`src/rtl/refresh_sched_pkg.sv`:
```
package refresh_sched_pkg;

  localparam int unsigned NUM_BANDS = 4;

  // Nanoseconds to clocks, rounded down (for maximum limits such as intervals).
  function automatic int unsigned ns_to_clk_floor(input int unsigned ns,
                                                  input int unsigned period_ps);
    return (ns * 1000) / period_ps;
  endfunction

  // Nanoseconds to clocks, rounded up (for minimum limits).
  function automatic int unsigned ns_to_clk_ceil(input int unsigned ns,
                                                 input int unsigned period_ps);
    return (ns * 1000 + period_ps - 1) / period_ps;
  endfunction

  // Hold-off length after a refresh, including the slow-clock floor of two.
  function automatic int unsigned holdoff_cycles(input int unsigned trfc_ns,
                                                 input int unsigned period_ps,
                                                 input int unsigned slow_ps);
    int unsigned g;
    g = ns_to_clk_ceil(trfc_ns, period_ps);
    if (period_ps > slow_ps && g < 2) g = 2;
    if (g < 1) g = 1;
    return g;
  endfunction

endpackage

```
`src/rtl/refresh_refi_timer.sv`:
```
module refresh_refi_timer
  import refresh_sched_pkg::*;
#(
  parameter int unsigned CLK_PERIOD_PS = 20000,
  parameter int unsigned TREFI_BASE_NS = 7800
) (
  input  logic       clk,
  input  logic       rst,
  input  logic [1:0] band,
  output logic       tick
);

  localparam int unsigned LEN0     = ns_to_clk_floor(TREFI_BASE_NS, CLK_PERIOD_PS);
  localparam int unsigned LEN0_SAT = (LEN0 > 1) ? LEN0 : 1;
  localparam int unsigned CNT_W    = (LEN0_SAT > 1) ? $clog2(LEN0_SAT) : 1;

  logic [CNT_W-1:0] reload [NUM_BANDS];
  logic [CNT_W-1:0] cnt_q;
  logic [CNT_W-1:0] sel;

  // One reload value per band, each half of the previous rate's interval.
  for (genvar b = 0; b < NUM_BANDS; b++) begin : g_reload
    localparam int unsigned LEN  = ns_to_clk_floor(TREFI_BASE_NS >> b, CLK_PERIOD_PS);
    localparam int unsigned LENS = (LEN > 1) ? LEN : 1;
    assign reload[b] = CNT_W'(LENS - 1);
  end

  assign sel  = reload[band];
  assign tick = (cnt_q == '0);

  always_ff @(posedge clk) begin
    if (rst) begin
      cnt_q <= reload[0];
    end else if (tick) begin
      cnt_q <= sel;
    end else if (cnt_q > sel) begin
      // Faster band: cut the running interval now.
      cnt_q <= sel;
    end else begin
      cnt_q <= cnt_q - 1'b1;
    end
  end

endmodule

```
`src/rtl/refresh_owed_tracker.sv`:
```
module refresh_owed_tracker #(
  parameter int unsigned MAX_POSTPONE = 8,
  parameter int unsigned OWED_W       = $clog2(MAX_POSTPONE + 2)
) (
  input  logic              clk,
  input  logic              rst,
  input  logic              tick,
  input  logic              take,
  output logic [OWED_W-1:0] owed_q,
  output logic [OWED_W-1:0] owed_d
);

  localparam logic [OWED_W-1:0] CAP = OWED_W'(MAX_POSTPONE + 1);

  always_comb begin
    owed_d = owed_q;
    unique case ({tick, take})
      2'b10: if (owed_q != CAP) owed_d = owed_q + 1'b1;
      2'b01: owed_d = owed_q - 1'b1;
      default: owed_d = owed_q;
    endcase
  end

  always_ff @(posedge clk) begin
    if (rst) owed_q <= '0;
    else     owed_q <= owed_d;
  end

endmodule

```
`src/rtl/refresh_spacing_guard.sv`:
```
module refresh_spacing_guard #(
  parameter int unsigned GAP_CYC = 6,
  parameter bit          SLOW    = 1'b0
) (
  input  logic clk,
  input  logic rst,
  input  logic take,
  output logic open_d,
  output logic pre_d
);

  if (GAP_CYC > 1) begin : g_gap
    localparam int unsigned GW = (GAP_CYC > 2) ? $clog2(GAP_CYC) : 1;
    logic [GW-1:0] gap_q, gap_d;

    always_comb begin
      if (take)              gap_d = GW'(GAP_CYC - 1);
      else if (gap_q != '0)  gap_d = gap_q - 1'b1;
      else                   gap_d = '0;
    end

    always_ff @(posedge clk) begin
      if (rst) gap_q <= '0;
      else     gap_q <= gap_d;
    end

    assign open_d = (gap_d == '0);
  end else begin : g_nogap
    assign open_d = 1'b1;
  end

  if (SLOW) begin : g_slow
    assign pre_d = take;
  end else begin : g_fast
    logic unused_take;
    assign unused_take = take;
    assign pre_d = 1'b0;
  end

endmodule

```
`src/rtl/refresh_sched.sv`:
```
module refresh_sched
  import refresh_sched_pkg::*;
#(
  parameter int unsigned CLK_PERIOD_PS = 20000,
  parameter int unsigned TREFI_BASE_NS = 7800,
  parameter int unsigned TRFC_NS       = 110,
  parameter int unsigned SLOW_LIMIT_PS = 40000,
  parameter int unsigned MAX_POSTPONE  = 8
) (
  input  logic                                clk,
  input  logic                                rst,
  input  logic [1:0]                          temp_band,
  input  logic                                ref_ack,
  output logic                                ref_req,
  output logic                                ref_urgent,
  output logic                                act_block,
  output logic                                pre_all_req,
  output logic [$clog2(MAX_POSTPONE+2)-1:0]   owed_count
);

  localparam int unsigned OWED_W  = $clog2(MAX_POSTPONE + 2);
  localparam bit          SLOW    = (CLK_PERIOD_PS > SLOW_LIMIT_PS);
  localparam int unsigned GAP_CYC = holdoff_cycles(TRFC_NS, CLK_PERIOD_PS, SLOW_LIMIT_PS);

  logic              tick;
  logic              take;
  logic              open_d;
  logic              pre_d;
  logic [OWED_W-1:0] owed_q, owed_d;

  // Only a request the arbiter could see is consumed.
  assign take = ref_ack & ref_req;

  refresh_refi_timer #(
    .CLK_PERIOD_PS (CLK_PERIOD_PS),
    .TREFI_BASE_NS (TREFI_BASE_NS)
  ) u_timer (
    .clk  (clk),
    .rst  (rst),
    .band (temp_band),
    .tick (tick)
  );

  refresh_owed_tracker #(
    .MAX_POSTPONE (MAX_POSTPONE),
    .OWED_W       (OWED_W)
  ) u_owed (
    .clk    (clk),
    .rst    (rst),
    .tick   (tick),
    .take   (take),
    .owed_q (owed_q),
    .owed_d (owed_d)
  );

  refresh_spacing_guard #(
    .GAP_CYC (GAP_CYC),
    .SLOW    (SLOW)
  ) u_guard (
    .clk    (clk),
    .rst    (rst),
    .take   (take),
    .open_d (open_d),
    .pre_d  (pre_d)
  );

  always_ff @(posedge clk) begin
    if (rst) begin
      ref_req     <= 1'b0;
      ref_urgent  <= 1'b0;
      act_block   <= 1'b0;
      pre_all_req <= 1'b0;
    end else begin
      ref_req     <= (owed_d != '0) && open_d;
      ref_urgent  <= (owed_d >= OWED_W'(MAX_POSTPONE));
      act_block   <= !open_d;
      pre_all_req <= pre_d;
    end
  end

  assign owed_count = owed_q;

endmodule

```
`config.mk`:
```
export PLATFORM = sky130hd
export DESIGN_NAME = refresh_sched
export DESIGN_NICKNAME = d
export VERILOG_FILES = /design/src/rtl/refresh_sched_pkg.sv /design/src/rtl/refresh_refi_timer.sv /design/src/rtl/refresh_owed_tracker.sv /design/src/rtl/refresh_spacing_guard.sv /design/src/rtl/refresh_sched.sv
export SDC_FILE = /design/constraint.sdc
export NUM_CORES = 1
export LEC_CHECK = 0
export BUFFER_PORTS_ARGS = -buffer_cell sky130_fd_sc_hd__buf_2
export CORE_MARGIN = 4
export CORE_UTILIZATION = 58
export DETAILED_ROUTE_END_ITERATION = 8
export MAX_ROUTING_LAYER = met4
export PLACE_DENSITY_LB_ADDON = 0.25
export SYNTH_ARGS = -nofsm -noshare
export SYNTH_HDL_FRONTEND = slang
export SYNTH_SLANG_ARGS = --single-unit
```
`constraint.sdc`:
```
create_clock -name clk -period 2.98 [get_ports clk]
set_clock_uncertainty 0.05 [all_clocks]
set_input_delay 0.447 -clock clk [delete_from_list [all_inputs] [get_ports clk]]
set_output_delay 0.447 -clock clk [all_outputs]
set_load 0.02 [all_outputs]
```
==> flow_summary_export.csv <==
group,metric,value,unit
run_status,run_status,"finished clean",
timing,maxSlewViolCount,0,
pwr,internal-power,415,uW
cts,clk-insertion-delay-late,0.29,ns
layout,multi_input_area,858,um^2
synthesis,synth-seq-cells,19,
timing,hold_viol,0,
layout,n_antenna_cell,0,
layout,fin_area,1420,um^2
worst_setup_path,critPathKind,"in -> reg",
cts,cts_sinks,19,
cts,htree_num_levels,1,
grt,grt_max_degree,24,
worst_setup_path,crit_path_top_delay_cell,"a2111oi_2",
synthesis,synth_seq_area_share,28.8,%
timing,rsz0062_at_grt,"false",
layout,areaGrowthSynthToFinish,7.58,%
routing,drcViolationCount,0,
place,placedInstanceArea,1390,um^2
cts,clock_path_buffers,2,
cts,post_cts_resized,0,
job,max-cap-violations,0,
die,fp.dieH,55.7,um
place,preCtsSetupSlack,0.284,ns
worst_setup_path,cp_max_fo,9,
die,num_rows,17,
layout,regArea,380,um^2
cts,cts_tree,"done",
worst_setup_path,start_kind,"input pin",
synthesis,netlist_area,1320,um^2
die,initial_core_util,60.3,%
cts,root_buffer,"clkbuf_4",
layout,layout.cells.non_filler,189,
timing,worst_slack,0.602,ns
place,hpwl,1.95,mm
routing,routed_wl,2.49,mm
grt,grt_util_all_layers,17.5,%
layout,final_cell_mix,"ha_1 (20), nor2_1 (19), dfxtp_1 (19)",
routing,dr.pass1.iters,4,
place,finalWeightedCongestion,0.835,
timing,period_minus_slack,2.38,ns
layout,layout_commonest_cell,"ha_1",
layout,nNetsFinal,187,
routing,first_iter_violations,20,
layout,drive_gt1_share,15.5,%
worst_setup_path,crit_path_end_kind,"flop",
worst_setup_path,max_stage_delay,0.33,ns
grt,antenna_found_initial,0,
timing,finalSetupViolCount,0,
synthesis,synth.distinct_cells,42,
hold_path,hold_path_class,"in -> reg",
die,dieArea,3100,um^2
synthesis,syn_nets,175,
timing,max_freq,420,MHz
place,io_buffers,11,
cts,cts_buffers,3,
pwr,p_switching,203,uW
routing,vias,1088,
timing,finalCritPeriodShare,79.8,%
cts,path_clk_slew,0.11,ns
routing,ant_nets,0,
grt,overflow,0,
pwr,switching_share,32.8,%
die,core_area,2190,um^2
pwr,vdd_drop_max,0.262,mV
cts,hold_buffers,0,
worst_setup_path,crit_top_cell,"ha_1",
timing,fin_tns_setup,0,ns
synthesis,syn_avg_cell_area,8.80,um^2
routing,routed_via_density,5.76,
grt,first_global_vias,970,
die,ios,13,
layout,fill_cells,186,
worst_setup_path,cp_cell_sequence,"buf_2, inv_1, ha_1, ha_1, and4b_1, a2111oi_2, o221a_2, o21ai_4, mux2_4",
pwr,p_leak,0.667,nW
place,placedCellCount,185,
synthesis,synth_cells,150,
pwr,p_clk_share,20.8,%
cts,post_cts_buffers,0,
worst_setup_path,arrival,2.52,ns
synthesis,yosysWarnings,0,
pwr,comb_power_share,29.6,%
pwr,fin_total_pwr,618,uW
pwr,p_seq_share,49.6,%
pwr,power.density,435,nW/um^2
die,die-width,55.7,um
worst_setup_path,cp.required,3.12,ns
grt,grt_pass1_wl,4.24,mm
worst_setup_path,rrSetupSlack,0.64,ns
routing,wire_per_inst,13.2,um
## critical path, delay by kind of cell
family	cells	cell delay, ns
compound gates	3	0.75
fa+ha+maj	2	0.61
buf+inv	2	0.17
mux	1	0.33
simple gates	1	0.21
## sequential cells by signal (all words and copies together) (netlist names)
register and cells:
ref_req 1, u_owed.owed_q 4, act_block 1, ref_urgent 1
u_timer.cnt_q 9, u_guard.g_gap.gap_q 3
## power by group through the flow
| stage | sequential [mW] | clock [mW] | combinational [mW] |
|---|---|---|---|
| floorplan | 0.302 | 0 | 0.153 |
| global placement | 0.312 | 0 | 0.173 |
| detailed placement | 0.312 | 0 | 0.182 |
| CTS | 0.306 | 0.132 | 0.183 |
| global route | 0.309 | 0.144 | 0.210 |
| finish | 0.306 | 0.129 | 0.183 |
## cells by family (layout without fill, tap and decap cells)
kind of cell / after synthesis / in the layout / share of synthesized area (%)
adder cells (fa/ha/maj): 20 / 20 / 19.0
XOR/XNOR: 4 / 4 / 2.65
flip-flops: 19 / 19 / 28.8
other: 1 / 1 / 0.284
AND/OR/NAND/NOR: 49 / 49 / 20.6
AO/OA/AOI/OAI: 30 / 30 / 16.1
multiplexers: 7 / 7 / 6.45
buffers and inverters: 20 / 31 / 6.16
## cell type report
type                       instances  share of cell area [%]
clock buffer                       3                    1.59
clock inverter                     1                   0.352
inverter                          15                    3.96
multi-input combinational        111                    60.4
sequential                        19                    26.8
tap                               28                    2.47
timing repair buffer              12                    4.41
## per-layer routing
layer	wire, um	share of wire, %	vias to the layer above	global-route usage [%]
met5	0	0	-	-
met4	44	1.8	0	8.33
met3	74	3.0	4	2.32
met2	1240	50	20	30.1
met1	1130	45	519	19.9
li1	-	-	545	-
## cell usage after synthesis, drive strengths merged
master	number	share of area, %
ha	20	19
dfxtp	19	29
nor2	19	5.4
inv	15	4.3
a21oi	13	4.9
mux2i	4	3.0
nand2	4	1.1
nor3	4	1.5
a211oi	3	1.7
buf	3	1.3
mux2	3	3.4
nand2b	3	1.4
nand3	3	1.1
nor4	3	2.6
o21ai	3	2.0
xor2	3	2.0
a21o	2	1.1
clkbuf	2	0.57
nand4	2	0.95
o31ai	2	1.1
or3	2	0.95
or4	2	1.4
a2111oi	1	1.1
a32oi	1	0.66
a41oi	1	0.66
and2	1	0.47
and3b	1	0.66
and4b	1	0.76
conb	1	0.28
nand3b	1	0.57
nand4b	1	0.66
nor2b	1	0.47
o211a	1	0.76
o211ai	1	0.57
o21bai	1	0.57
o221a	1	0.85
or2	1	0.47
xnor2	1	0.66
## metrics by stage
step	hold slack, ns	util [%]
detailed placement	0.450	63.6
finish	0.420	64.8
global route	0.426	64.8
global placement	0.437	63.6
CTS	0.416	64.8
floorplan	0.420	-
## worst paths after layout
check / start / end / cells after the start
hold / removal: temp_band[0] / u_timer.cnt_q[1]$_SDFF_PP0_ / 3
setup / recovery: temp_band[1] / u_timer.cnt_q[5]$_SDFF_PP0_ / 9
setup reg to reg: u_timer.cnt_q[4]$_SDFF_PP0_ / ref_req$_SDFF_PP0_ / 7
hold reg to reg: u_guard.g_gap.gap_q[0]$_SDFF_PP0_ / u_guard.g_gap.gap_q[1]$_SDFF_PP0_ / 2
(Power assumes the default switching activity.)
